===== src/rtl/vid_pkg.sv =====
package vid_pkg;
    typedef enum logic [1:0] {
        ACT_UNDEF = 2'd0,
        ACT_TRAP  = 2'd1,
        ACT_REDIR = 2'd2,
        ACT_DONE  = 2'd3
    } act_e;

    typedef enum logic [1:0] {
        SRC_NONE = 2'd0,
        SRC_VIRT = 2'd1,
        SRC_PHYS = 2'd2
    } src_e;

    typedef enum logic {
        ST_IDLE = 1'b0,
        ST_RESP = 1'b1
    } fsm_e;

    typedef struct packed {
        act_e       act;
        src_e       src;
        logic       vwr;
        logic [1:0] trap_el;
    } dec_t;
endpackage


===== src/rtl/vid_decode.sv =====
module vid_decode
    import vid_pkg::*;
(
    input  logic [1:0] op0,
    input  logic [2:0] op1,
    input  logic [3:0] crn,
    input  logic [3:0] crm,
    input  logic [2:0] op2,
    input  logic       is_write,
    input  logic [1:0] lvl,
    input  logic [2:0] nv,
    input  logic       el2_impl,
    input  logic       el2_enabled,
    input  logic       fgt_impl,
    input  logic       el3_present,
    input  logic       el3_fgt_en,
    input  logic       fgt_rd,
    input  logic       idst_impl,
    input  logic       tge,
    output dec_t       dec
);
    logic common_hit, hit_virt, hit_phys, el2_on, fg_trap, nv_mid_unused;

    assign common_hit    = (op0 == 2'b11) && (crn == 4'd0) && (crm == 4'd0) && (op2 == 3'd0);
    assign hit_virt      = common_hit && (op1 == 3'b100);
    assign hit_phys      = common_hit && (op1 == 3'b000);
    assign el2_on        = el2_impl && el2_enabled;
    assign fg_trap       = el2_on && fgt_impl && (!el3_present || el3_fgt_en) && fgt_rd;
    assign nv_mid_unused = nv[1];

    always_comb begin
        dec = '{act: ACT_UNDEF, src: SRC_NONE, vwr: 1'b0, trap_el: 2'd0};
        if (hit_virt) begin
            unique case (lvl)
                2'd0: dec.act = ACT_UNDEF;
                2'd1: begin
                    if (nv[0] && nv[2]) begin
                        dec.act = ACT_REDIR;
                    end else if (nv[0]) begin
                        dec.act     = ACT_TRAP;
                        dec.trap_el = 2'd2;
                    end
                end
                2'd2: begin
                    dec.act = ACT_DONE;
                    if (is_write) dec.vwr = 1'b1;
                    else          dec.src = SRC_VIRT;
                end
                2'd3: begin
                    dec.act = ACT_DONE;
                    if (is_write) dec.vwr = el2_impl;
                    else          dec.src = el2_impl ? SRC_VIRT : SRC_PHYS;
                end
            endcase
        end else if (hit_phys && !is_write) begin
            unique case (lvl)
                2'd0: begin
                    if (idst_impl) begin
                        dec.act     = ACT_TRAP;
                        dec.trap_el = (el2_on && tge) ? 2'd2 : 2'd1;
                    end
                end
                2'd1: begin
                    if (fg_trap) begin
                        dec.act     = ACT_TRAP;
                        dec.trap_el = 2'd2;
                    end else begin
                        dec.act = ACT_DONE;
                        dec.src = el2_on ? SRC_VIRT : SRC_PHYS;
                    end
                end
                2'd2, 2'd3: begin
                    dec.act = ACT_DONE;
                    dec.src = SRC_PHYS;
                end
            endcase
        end
    end
endmodule


===== src/rtl/vid_store.sv =====
module vid_store #(
    parameter int          ID_W    = 32,
    parameter logic [31:0] PHYS_ID = 32'h5A1F_C0D3
) (
    input  logic            clk,
    input  logic            rst_n,
    input  logic            we,
    input  logic [ID_W-1:0] wdata,
    output logic [ID_W-1:0] value
);
    always_ff @(posedge clk or negedge rst_n) begin
        if (!rst_n)  value <= PHYS_ID[ID_W-1:0];
        else if (we) value <= wdata;
    end
endmodule


===== src/rtl/vid_access_unit.sv =====
module vid_access_unit
    import vid_pkg::*;
#(
    parameter int          XLEN       = 64,
    parameter int          ID_W       = 32,
    parameter int          OFF_W      = 12,
    parameter int          EC_W       = 6,
    parameter logic [31:0] PHYS_ID    = 32'h5A1F_C0D3,
    parameter logic [11:0] NV_OFFSET  = 12'h088,
    parameter logic [5:0]  TRAP_CLASS = 6'h18
) (
    input  logic             clk,
    input  logic             rst_n,
    input  logic             req_valid,
    input  logic [1:0]       req_op0,
    input  logic [2:0]       req_op1,
    input  logic [3:0]       req_crn,
    input  logic [3:0]       req_crm,
    input  logic [2:0]       req_op2,
    input  logic             req_write,
    input  logic [XLEN-1:0]  req_wdata,
    input  logic [1:0]       cur_el,
    input  logic [2:0]       nv_bits,
    input  logic             el2_impl,
    input  logic             el2_enabled,
    input  logic             fgt_impl,
    input  logic             el3_present,
    input  logic             el3_fgt_en,
    input  logic             fgt_id_rd_trap,
    input  logic             idst_impl,
    input  logic             tge,
    output logic             rsp_valid,
    output logic [XLEN-1:0]  rsp_rdata,
    output logic             rsp_undef,
    output logic             rsp_trap,
    output logic [1:0]       rsp_trap_el,
    output logic [EC_W-1:0]  rsp_trap_class,
    output logic             rsp_redir,
    output logic [OFF_W-1:0] rsp_redir_off,
    output logic             rsp_redir_write,
    output logic             rsp_done
);
    localparam int HI_W = XLEN - ID_W;

    dec_t            dec;
    fsm_e            state_q, state_d;
    logic [ID_W-1:0] vreg;
    logic            store_we;
    logic            wdata_unused;
    logic [ID_W-1:0] rd_word;

    assign wdata_unused = ^req_wdata[XLEN-1:ID_W];

    vid_decode u_decode (
        .op0(req_op0), .op1(req_op1), .crn(req_crn), .crm(req_crm), .op2(req_op2),
        .is_write(req_write), .lvl(cur_el), .nv(nv_bits),
        .el2_impl(el2_impl), .el2_enabled(el2_enabled), .fgt_impl(fgt_impl),
        .el3_present(el3_present), .el3_fgt_en(el3_fgt_en), .fgt_rd(fgt_id_rd_trap),
        .idst_impl(idst_impl), .tge(tge), .dec(dec)
    );

    assign store_we = req_valid && (dec.act == ACT_DONE) && dec.vwr;

    vid_store #(.ID_W(ID_W), .PHYS_ID(PHYS_ID)) u_store (
        .clk(clk), .rst_n(rst_n), .we(store_we),
        .wdata(req_wdata[ID_W-1:0]), .value(vreg)
    );

    always_comb begin
        unique case (dec.src)
            SRC_VIRT: rd_word = vreg;
            SRC_PHYS: rd_word = PHYS_ID[ID_W-1:0];
            default:  rd_word = '0;
        endcase
    end

    // Sequencer: next state
    always_comb begin
        unique case (state_q)
            ST_IDLE: state_d = req_valid ? ST_RESP : ST_IDLE;
            ST_RESP: state_d = req_valid ? ST_RESP : ST_IDLE;
            default: state_d = ST_IDLE;
        endcase
    end

    // Sequencer: state register
    always_ff @(posedge clk or negedge rst_n) begin
        if (!rst_n) state_q <= ST_IDLE;
        else        state_q <= state_d;
    end

    assign rsp_valid = (state_q == ST_RESP);

    // Response registers
    always_ff @(posedge clk or negedge rst_n) begin
        if (!rst_n) begin
            rsp_rdata       <= '0;
            rsp_undef       <= 1'b0;
            rsp_trap        <= 1'b0;
            rsp_trap_el     <= '0;
            rsp_trap_class  <= '0;
            rsp_redir       <= 1'b0;
            rsp_redir_off   <= '0;
            rsp_redir_write <= 1'b0;
            rsp_done        <= 1'b0;
        end else if (req_valid) begin
            rsp_rdata       <= {{HI_W{1'b0}}, rd_word};
            rsp_undef       <= (dec.act == ACT_UNDEF);
            rsp_trap        <= (dec.act == ACT_TRAP);
            rsp_trap_el     <= (dec.act == ACT_TRAP) ? dec.trap_el : 2'd0;
            rsp_trap_class  <= (dec.act == ACT_TRAP) ? TRAP_CLASS[EC_W-1:0] : '0;
            rsp_redir       <= (dec.act == ACT_REDIR);
            rsp_redir_off   <= (dec.act == ACT_REDIR) ? NV_OFFSET[OFF_W-1:0] : '0;
            rsp_redir_write <= (dec.act == ACT_REDIR) && req_write;
            rsp_done        <= (dec.act == ACT_DONE);
        end else begin
            rsp_rdata       <= '0;
            rsp_undef       <= 1'b0;
            rsp_trap        <= 1'b0;
            rsp_trap_el     <= '0;
            rsp_trap_class  <= '0;
            rsp_redir       <= 1'b0;
            rsp_redir_off   <= '0;
            rsp_redir_write <= 1'b0;
            rsp_done        <= 1'b0;
        end
    end
endmodule


===== config.mk =====
export PLATFORM = sky130hd
export DESIGN_NAME = vid_access_unit
export DESIGN_NICKNAME = d
export VERILOG_FILES = /design/src/rtl/vid_pkg.sv /design/src/rtl/vid_decode.sv /design/src/rtl/vid_store.sv /design/src/rtl/vid_access_unit.sv
export SDC_FILE = /design/constraint.sdc
export NUM_CORES = 1
export LEC_CHECK = 0
export ABC_AREA = 1
export CAP_MARGIN = 25
export CORE_ASPECT_RATIO = 1.2
export CORE_MARGIN = 5
export CORE_UTILIZATION = 60
export CTS_CLUSTER_SIZE = 24
export DETAILED_ROUTE_END_ITERATION = 12
export DONT_BUFFER_PORTS = 1
export GPL_ROUTABILITY_DRIVEN = 1
export GPL_TIMING_DRIVEN = 0
export PLACE_DENSITY_LB_ADDON = 0.2
export SLEW_MARGIN = 5
export SYNTH_ARGS = -nofsm -noshare
export SYNTH_HDL_FRONTEND = slang
export SYNTH_SLANG_ARGS = --single-unit

===== constraint.sdc =====
create_clock -name clk -period 2.3 [get_ports clk]
set_input_delay 0.23 -clock clk [delete_from_list [all_inputs] [get_ports clk]]
set_output_delay 0.23 -clock clk [all_outputs]
set_load 0.01 [all_outputs]

==> impl_results.md, run 1 <==
- Status: completed
- CP Launch Point: req_crn[1]
- Post-synthesis mux area share: 0%
- Post-place setup slack: 77.5 ps
- Final wirelength: 6990 um
- PwrDens: 611 nW/um^2
- Worst path cell trace: nor2_1 > nand2_2 > nor2_8 > nand3_1 > nor3_1 > a31oi_1 > ha_1 > inv_1 > nand3_1 > clkbuf_1 > o21ai_0
- Largest family of logic cells by synthesized area: simple AND/OR/NAND/NOR gates
- Asr flop ratio synth: 100%
- Io pins: 187
- Crit start category: primary input
- Die height: 93.9 um
- Tot Pwr: 2570 uW
- Skew-Pair Late Insertion Delay: 340 ps
- Drt first-iter violations: 90
- Final hold vios: 0
- Num Clock Sinks: 72
- H-tree Lvls: 3
- Final WS setup: 422 ps
- Fin nets: 555
- VDD IR max: 0.351 mV
- Crit path to: rsp_rdata[17]$_DFF_PN0_
- EDFF count, synth: 0
- CP endpoint kind: flip-flop
- Worst min-delay path category: primary input to flip-flop
- Post-synth top area cell: dfrtp_1
- Worst path bufs/invs: 2
- Crit path top cell by count: nand3_1
- Post-synthesis cell count: 383
- Placed Instances: 508
- CTS clock-pin slew for the worst setup and hold paths: 80 ps
- Routed Antenna Nets: 0
- CTS Buf Count: 9
- Yosys reg bits: 72
- Via density: 4.57
- Share of layout cells above drive strength 1: 26.5%
- Residual DRC: 0
- Max Slew Vio Count: 0
- Compound-gate portion of the synthesized area: 3.45%
- Post-cts resize count: 0
- Crit-path slowest cell: clkbuf_1
- Setup CP Type: primary input to flip-flop
- Die Footprint: 7500 um^2
- Adder-cell share of the synthesized area: 0.711%
- Synth top area share: 39.8%
- CP max FO: 10
- Area grow syn2layout: 19.5%
- Period utilization: 81.7%
- Vias in the first global route: 2,424
- RR Endpoint: rsp_rdata[17]$_DFF_PN0_
- R2R cell count: 2
- Placed cell areas: 3790 um^2
- Multi-input logic area: 1190 um^2
- Non-Filler Instances: 541
- CP top delay family: simple AND/OR/NAND/NOR gates
- Register area share after synthesis: 51.8%
- Post-synthesis simple-gate area fraction: 24.8%
- Antenna cells: 0
- Minimum clock period: 1880 ps
- CTS tree: yes
- All-layer global routing usage: 19.7%
- Pleak: 0.00224 uW
- Yosys synthesis warning count: 0
- Flip-flop and latch area: 1820 um^2
- First-pass GRT wire length: 11,400 um
- Antenna violations before repair: 0
- Fmax: 532 MHz
- Hold Buf Count CTS: 16
- Dominant cells by area after synthesis: dfrtp_1, dfstp_2, buf_4, nand2_1, nand3_1
- Cell Area, Synth: 3520 um^2
- Post-DP HPWL: 5170 um
- Die X-Extent: 79.9 um
- RSZ-0062 raised after global routing: no
- Input/output buffers: 0
- Setup_tns: 0 ps
- Ys flop type: dfrtp_1
- Largest net degree at the start of global routing: 73
- DR pass1 iterations: 4
- Worst Path Required: 2500 ps
- Clock Path Buffers: 2
- Syn_area_per_cell: 9.19 um^2
- Post-CTS setup buffers: 0
- Worst EP arrival: 2080 ps
- Root Buffer: clkbuf_8
- Core area: 5670 um^2
- Worst clock skew: 11.9 ps
- Fill cells: 413
- Reg2Reg Launch Point: u_store.value[17]$_DFFE_PN1P_
- MaxCap Viol Count: 0
- Endpoints failing setup: 0
- Register-to-register setup slack: 1470 ps
- CP Depth: 11
- GRT overflow: 0
- Cell row count: 30
- Design Area, Final: 4210 um^2
- Routed wire length per instance: 12.9 um
- Slowest stage delay, CP: 350 ps
- Via count: 2,474
- Initial core utilization: 62.1%
- Post-synth cell types: 27
- XOR/XNOR share of the synthesized area: 0%
- RePlAce Congestion: 0.786
[layout make-up]
| cell class | instances | area share, % |
|---|---|---|
| sequential | 72 | 43.3 |
| timing repair buffer | 17 | 4.46 |
| clock buffer | 11 | 3.60 |
| clock inverter | 5 | 1.87 |
| tap | 80 | 2.38 |
| buffer | 63 | 11.7 |
| multi-input combinational | 244 | 28.3 |
| inverter | 49 | 4.37 |
[cell families (layout without fill, tap and decap cells)]
group           after synthesis  count (layout)
fa+ha+maj                     2               2
simple gates                173             173
buf+inv                     112             145
other cells                   1              46
flops                        72              72
compound gates               23              23
[metrics by stage]
stage | utilization, % | hold WS (ps)
2_1_floorplan | - | -65.6
3_3_place_gp | 66.8 | -64.0
3_5_place_dp | 66.8 | -64.0
4_1_cts | 74.0 | 0.821
5_1_grt | 74.2 | 2.66
6_report | 74.2 | 8.22
[layer usage]
layer | share of wire, % | up-vias | wire [um] | global-route usage, %
li1 | - | 1230 | - | -
met1 | 36 | 1115 | 2550 | 22.1
met2 | 51 | 115 | 3580 | 33.8
met3 | 9.7 | 14 | 680 | 7.01
met4 | 2.6 | 0 | 181 | 7.89
met5 | 0 | - | 0 | 0
[synth_stat cells, types with 3 or more instances]
library cell and n:
nor2_2 3, nand2_2 5, buf_6 3, nor2_1 28, nand4_1 4, inv_2 8, nor3_1 7, nand2_1 78
inv_1 41, buf_4 53, buf_8 3, o21ai_0 19, nand3_1 35, nor2_8 3, dfrtp_1 56, nand2_4 5
clkbuf_1 4, dfstp_2 16
[placed cells by master (no fill, tap or decap)]
cell / n
nor3_1: 7
nor2_4: 2
ha_1: 2
nand3_4: 1
nand2_1: 78
conb_1: 46
a21oi_2: 1
o21ai_0: 19
bufinv_16: 2
clkinv_2: 2
nand2_4: 5
dlygate4sd3_1: 16
nor2_2: 3
nor2_1: 28
nand4_1: 4
nand2_2: 5
buf_6: 3
nor4_4: 1
a21oi_1: 1
buf_8: 3
inv_2: 8
nor2_8: 3
nand3_2: 1
buf_4: 53
nand3_1: 35
dfrtp_1: 56
clkbuf_1: 4
inv_1: 41
buf_16: 1
clkbuf_8: 11
a31oi_1: 2
clkinv_4: 1
dfstp_2: 16
[report_power, final]
| part | switching, uW | internal, uW |
|---|---|---|
| Clock | 448 | 668 |
| Sequential | 1.99 | 1270 |
| Combinational | 99.9 | 85.2 |
| Total | 550 | 2020 |
[flip-flops by register name, indices dropped and copies added, names as in the netlist]
name and flops:
rsp_rdata 32, u_store.value 32, rsp_trap_el 2, rsp_done 1, rsp_redir_off 1, rsp_redir_write 1
rsp_trap_class 1, rsp_undef 1, rsp_valid 1
[how the worst min path moves through the flow]
stage | start | to | slack, ps | cells after the start
final | req_wdata[28] | u_store.value[28]$_DFFE_PN1P_ | 8 | 2
after global routing | req_wdata[28] | u_store.value[28]$_DFFE_PN1P_ | 3 | 2
after detailed placement | rst_n | rsp_rdata[5]$_DFF_PN0_ | -60 | 0
after global placement | rst_n | rsp_rdata[8]$_DFF_PN0_ | -60 | 0
after floorplan | rst_n | rsp_done$_DFF_PN0_ | -70 | 0
after CTS | req_wdata[28] | u_store.value[28]$_DFFE_PN1P_ | 0.8 | 2
Note: power is estimated with default switching activity, not from simulation.
==> run 2: changes to the inputs <==
==> constraint.sdc (replaced) <==
create_clock -name clk -period 1.75 [get_ports clk]
set_input_delay 0.175 -clock clk [delete_from_list [all_inputs] [get_ports clk]]
set_output_delay 0.175 -clock clk [all_outputs]
set_load 0.01 [all_outputs]
==> run 2 against run 1 <==
The flow now finishes with violations (hold timing); global-route usage grew 0.94 points; critical path depth did not move; sequential share of layout area is 2.3 points lower; flip-flop and latch count did not move; routed wire length grew 6.1%; clock skew fell by 8.1 ps; critical path type unchanged; critical endpoint is now rsp_rdata[30]$_DFF_PN0_.
==> impl_results.md, run 2 (synthesis results as in run 1) <==
- Input/output buffers: 0 (unchanged)
- Share of layout cells above drive strength 1: 26.8% (+0.35 points)
- Worst clock skew: 3.77 ps (-8.12 ps)
- All-layer global routing usage: 20.7% (+0.94 points)
- Final hold vios: 72 (+72)
- Die height: 93.9 um (unchanged)
- Final wirelength: 7420 um (+6.1%)
- Crit start category: primary input
- Cell row count: 30 (unchanged)
- Via count: 2,603 (+5.2%)
- Setup_tns: 0 ps (unchanged)
- Endpoints failing setup: 0 (unchanged)
- CP max FO: 10 (unchanged)
- Worst min-delay path category: primary input to async pin
- Worst EP arrival: 1820 ps (-260 ps)
- Placed cell areas: 3790 um^2 (about the same)
- Biggest regs: rsp_rdata x32, u_store.value x32, rsp_trap_el x2
- DR pass1 iterations: 4 (unchanged)
- Antenna cells: 0 (unchanged)
- Initial core utilization: 62.1% (unchanged)
- Logic pwr share: 7.1% (about the same)
- CTS Buf Count: 9 (unchanged)
- Io pins: 187 (unchanged)
- Clock power frac: 45.6% (+2.2 points)
- Multi-input logic area: 1210 um^2 (+1.5%)
- Flip-flop and latch area: 1820 um^2 (unchanged)
- R2R cell count: 2 (unchanged)
- Fin nets: 575 (+3.6%)
- Vias in the first global route: 2,646 (+9.2%)
- Failing checks: hold timing
- CP endpoint kind: flip-flop
- Register-to-register setup slack: 940 ps (-530 ps)
- Switch Pwr: 706 uW (+28%)
- Post-CTS setup buffers: 0 (unchanged)
- First-pass GRT wire length: 12,000 um (+5.2%)
- Setup CP Type: primary input to flip-flop
- Fill cells: 399 (-3.4%)
- Residual DRC: 0 (unchanged)
- Post-DP HPWL: 5270 um (+1.9%)
- Area grow syn2layout: 26.1%
- RR Endpoint: rsp_rdata[28]$_DFF_PN0_
- Drt first-iter violations: 86 (-4.4%)
- Reg2Reg Launch Point: u_store.value[28]$_DFFE_PN1P_
- Minimum clock period: 1570 ps
- Worst slew pin tran: 503 ps
- Sequential share of power: 47.3% (-2.1 points)
- RePlAce Congestion: 0.772 (-1.7%)
- Max Slew Vio Count: 0 (unchanged)
- Die Footprint: 7500 um^2 (unchanged)
- Routed wire length per instance: 13.2 um (+2.3%)
- Skew-Pair Late Insertion Delay: 330 ps (about the same)
- Design Area, Final: 4440 um^2 (+5.5%)
- Clock Path Buffers: 2 (unchanged)
- Most frequent cells in the layout: nand2_1, dfrtp_1, buf_4
- MaxCap Viol Count: 0 (unchanged)
- WHS: -471 ps (-479 ps)
- CTS clock-pin slew for the worst setup and hold paths: 70 ps (about the same)
- Die X-Extent: 79.9 um (unchanged)
- VDD IR max: 0.578 mV (+65%)
- Most common cell after layout, fill and taps aside: nand2_1
- Slew headroom: 66.2%
- Pleak: 0.00234 uW (+4.2%)
- Antenna violations before repair: 0 (unchanged)
- Core area: 5670 um^2 (unchanged)
- Cell-internal power: 2830 uW (+40%)
- Non-Filler Instances: 561 (+3.7%)
- Worst Path Required: 2000 ps (-500 ps)
- H-tree Lvls: 3 (unchanged)
- Period utilization: 89.7%
- Hold Buf Count CTS: 37 (+21)
- Status: complete, but fails checks
- PwrDens: 796 nW/um^2 (+30%)
- Fmax: 637 MHz
- Num Clock Sinks: 72 (unchanged)
- Placed Instances: 508 (unchanged)
- GRT overflow: 0 (unchanged)
- CP Launch Point: req_crn[1]
- Crit path to: rsp_rdata[30]$_DFF_PN0_
- Via density: 4.64 (+1.5%)
- CTS tree: yes
- Net Sw Frac: 20.0% (-1.4 points)
- Root Buffer: clkbuf_8
- RSZ-0062 raised after global routing: no
- Largest net degree at the start of global routing: 73 (unchanged)
- Routed Antenna Nets: 0 (unchanged)
==> run 2: cell count changes in the layout (fill, tap and decap cells not counted), sizes merged <==
cell,before,now
dlygate4sd3,16,37
clkinv,3,1
buf,60,59
bufinv,2,3
clkinvlp,0,1
==> run 2: power groups by stage <==
| stage | Sequential [uW] | Combinational [uW] | Clock [uW] |
|---|---|---|---|
| after detailed placement | 1700 | 168 | 0 |
| after global placement | 1700 | 166 | 0 |
| after global routing | 1670 | 273 | 1700 |
| after CTS | 1670 | 239 | 1630 |
| after floorplan | 1700 | 162 | 0 |
| final | 1670 | 250 | 1610 |
==> run 2: per-layer routing <==
layer | vias up | GRT usage [%] | wire, um
li1 | 1270 | - | -
met1 | 1212 | 23.3 | 2760
met2 | 109 | 37.0 | 4030
met3 | 12 | 4.51 | 476
met4 | 0 | 9.01 | 151
met5 | - | 0 | 0
==> run 2: final cells by class <==
| class | instances | share of cell area (%) |
|---|---|---|
| Buffer | 63 | 11.3 |
| Clock buffer | 11 | 3.41 |
| Clock inverter | 5 | 2.31 |
| Inverter | 49 | 4.15 |
| Multi-Input combinational cell | 244 | 27.2 |
| Sequential cell | 72 | 41.1 |
| Tap cell | 80 | 2.26 |
| Timing Repair Buffer | 37 | 8.35 |
==> run 2: timing repair <==
item                                    in CTS  in global routing
endpoints found under the setup margin       1                 30
endpoints found under the hold margin      108                 72
gates resized for setup                      1                 10
==> run 2: worst min-delay path by stage <==
stage	endpoint
floorplan	rsp_done$_DFF_PN0_
global placement	rsp_rdata[9]$_DFF_PN0_
detailed placement	rsp_rdata[3]$_DFF_PN0_
CTS	u_store.value[9]$_DFFE_PN0P_
global route	rsp_rdata[23]$_DFF_PN0_
finish	rsp_rdata[9]$_DFF_PN0_
==> run 2: metrics by stage <==
stage          util, %  hold WS (ps)  total power (uW)  worst slack, ps
2_1_floorplan        -          -121              1860             18.0
3_3_place_gp      66.8          -119              1870             -318
3_5_place_dp      66.8          -119              1870             -347
4_1_cts           77.9          -486              3540            0.432
5_1_grt           78.3          -499              3640             4.74
6_report          78.3          -471              3530              180
==> run 2: critical path, stage by stage <==
cell and delay [ps]:
nor2_1 120, nand2_2 100, nor2_8 130, nand3_1 150
nor3_2 140, a31oi_1 80, ha_1 310, inv_1 100
nand3_2 130, clkbuf_2 210, o21ai_0 180
==> run 3: changes to the inputs <==
==> constraint.sdc (replaced) <==
create_clock -name clk -period 1.9 [get_ports clk]
set_input_delay 0.19 -clock clk [delete_from_list [all_inputs] [get_ports clk]]
set_output_delay 0.19 -clock clk [all_outputs]
set_load 0.01 [all_outputs]
==> run 3 against run 2 <==
The run now ends clean; die area did not move; first-iteration DRC count rose by 28%; clock-buffer cell count did not move; core utilization fell by 0.95 points; combinational power rose by 2%; hold slack improved by 480 ps; largest power group unchanged; highest routed layer unchanged.
==> impl_results.md, run 3 (synthesis results as in run 1) <==
- Status: completed
- Crit start category: primary input
- Area grow syn2layout: 24.6%
- CP max FO: 10 (unchanged)
- CTS clock-pin slew for the worst setup and hold paths: 70 ps (about the same)
- Net Sw Frac: 21.1% (+1.2 points)
- Worst Path Required: 2150 ps (+150 ps)
- Share of layout cells above drive strength 1: 26.4% (-0.46 points)
- Hold depth: 2
- Vias in the first global route: 2,617 (-1.1%)
- Final WS setup: 221 ps (+40.9 ps)
- Clock power frac: 42.8% (-2.8 points)
- RR Endpoint: rsp_rdata[17]$_DFF_PN0_
- Residual DRC: 0 (unchanged)
- Clock Path Buffers: 2 (unchanged)
- Via density: 4.62 (-0.51%)
- Worst EP arrival: 1930 ps (+110 ps)
- R2R cell count: 2 (unchanged)
- Initial core utilization: 62.1% (unchanged)
- GRT overflow: 0 (unchanged)
- Hold Path End: u_store.value[9]$_DFFE_PN0P_
- Core area: 5670 um^2 (unchanged)
- Crit path top cell by count: nand3_1
- Drt first-iter violations: 110 (+28%)
- CTS tree: yes
- Post-DP HPWL: 5170 um (-1.9%)
- Fin nets: 572 (-0.52%)
- Fmax: 596 MHz
- Cell-internal power: 2470 uW (-13%)
- Routed wire length per instance: 13.1 um (-0.64%)
- CTS Buf Count: 9 (unchanged)
- Most common cell after layout, fill and taps aside: nand2_1
- Final wirelength: 7330 um (-1.2%)
- Reg2Reg Launch Point: u_store.value[17]$_DFFE_PN1P_
- All-layer global routing usage: 20.7% (+0.048 points)
- Register-to-register setup slack: 1070 ps (+130 ps)
- Sequential share of power: 49.1% (+1.8 points)
- Die height: 93.9 um (unchanged)
- Fill cells: 391 (-2.0%)
- Period utilization: 88.4%
- Hold path startpoint: req_wdata[9]
- PwrDens: 715 nW/um^2 (-10%)
- Biggest regs: rsp_rdata x32, u_store.value x32, rsp_trap_el x2
- CP endpoint kind: flip-flop
- Post-place setup slack: -282 ps (+64.4 ps)
- MaxCap Viol Count: 0 (unchanged)
- Pleak: 0.00232 uW (-0.63%)
- Routed Antenna Nets: 0 (unchanged)
- Non-Filler Instances: 558 (-0.53%)
- Max Slew Vio Count: 0 (unchanged)
- Largest net degree at the start of global routing: 73 (unchanged)
- RePlAce Congestion: 0.786 (+1.7%)
- Multi-input logic area: 1190 um^2 (-1.5%)
- Crit-path slowest cell: ha_1
- VDD IR max: 0.429 mV (-26%)
- Skew-Pair Late Insertion Delay: 340 ps (about the same)
- Final hold vios: 0 (-100%)
- Placed Instances: 508 (unchanged)
- Cell row count: 30 (unchanged)
- Worst clock skew: 8.48 ps (+4.71 ps)
- Die Footprint: 7500 um^2 (unchanged)
- First-pass GRT wire length: 12,100 um (+0.52%)
- Via count: 2,576 (-1.0%)
- Num Clock Sinks: 72 (unchanged)
- Switch Pwr: 662 uW (-6.2%)
- DR pass1 iterations: 4 (unchanged)
- Worst min-delay path category: primary input to flip-flop
- Most frequent cells in the layout: nand2_1, dfrtp_1, buf_4
- Worst path cell trace: nor2_1 > nand2_2 > nor2_8 > nand3_1 > nor3_1 > a31oi_1 > ha_1 > inv_1 > nand3_1 > buf_2 > o21ai_0
- Flip-flop and latch area: 1820 um^2 (unchanged)
- Slowest stage delay, CP: 310 ps (about the same)
- Logic pwr share: 8.1% (+1.0 points)
- Endpoints failing setup: 0 (unchanged)
- Util after Layout: 77.3% (-0.95 points)
- RSZ-0062 raised after global routing: no
- Post-CTS setup buffers: 0 (unchanged)
- H-tree Lvls: 3 (unchanged)
- Minimum clock period: 1680 ps
- Root Buffer: clkbuf_8
- Io pins: 187 (unchanged)
- Setup CP Type: primary input to flip-flop
- Die X-Extent: 79.9 um (unchanged)
- Input/output buffers: 0 (unchanged)
- Antenna cells: 0 (unchanged)
- Antenna violations before repair: 0 (unchanged)
## run 3: cell count changes in the layout (fill, tap and decap cells not counted), sizes merged
cell         previous run  this run
buf                    59        62
clkinv                  1         3
bufinv                  3         2
dlygate4sd3            37        33
clkinvlp                1         0
clkbuf                 15        13
## run 3: power groups by stage
stage / Sequential [uW] / Combinational [uW] / Clock [uW]
final: 1540 / 255 / 1340
after global routing: 1540 / 281 / 1430
after CTS: 1540 / 249 / 1370
after detailed placement: 1570 / 154 / 0
after global placement: 1570 / 153 / 0
after floorplan: 1570 / 149 / 0
## run 3: how the worst max path moves through the flow
stage	start	endpoint	slack, ps	cells after the start
3_3_place_gp	req_crn[1]	rsp_rdata[15]$_DFF_PN0_	-200	11
4_1_cts	req_crn[1]	rsp_rdata[27]$_DFF_PN0_	80	11
2_1_floorplan	req_crn[1]	rsp_rdata[25]$_DFF_PN0_	130	11
6_report	req_crn[1]	rsp_rdata[17]$_DFF_PN0_	220	11
5_1_grt	req_crm[3]	rsp_rdata[17]$_DFF_PN0_	6	11
3_5_place_dp	req_crn[1]	rsp_rdata[27]$_DFF_PN0_	-280	11
## run 3: timing repair
action	CTS	global route
endpoints found under the hold margin	104	0
resized for setup	0	12
setup endpoints to repair	0	30
hold buffers	34	0
## run 3: per-stage QoR
stage                     total power [uW]  cell area, um^2  TNS [ps]  hold slack, ps
after floorplan                       1720             3690         0            -106
after global placement                1720             3790     -4810            -104
after detailed placement              1720             3790     -6450            -104
after CTS                             3150             4380         0            3.67
after global routing                  3250             4380         0            7.68
final                                 3130             4380         0            7.85
## run 3: critical path, delay by kind of cell
kind / cells / cell delay, ps
adders and majority gates: 1 / 310
buffers and inverters: 2 / 300
AOI/OAI and AO/OA: 2 / 270
and+or+nand+nor: 6 / 850
## run 3: metal layers
metal	wire length, um	vias to the layer above	GRT usage [%]
met5	0	-	0
met4	179	0	8.73
met3	587	19	6.05
met2	3920	119	37.1
met1	2640	1172	22.5
li1	-	1266	-
## run 3: area by class of cell
| class | count | share of cell area [%] |
|---|---|---|
| Sequential cell | 72 | 41.6 |
| Multi-Input combinational cell | 244 | 27.1 |
| Buffer | 63 | 11.4 |
| Timing Repair Buffer | 34 | 8.16 |
| Inverter | 49 | 4.20 |
| Clock buffer | 11 | 3.45 |
| Tap cell | 80 | 2.28 |
| Clock inverter | 5 | 1.80 |
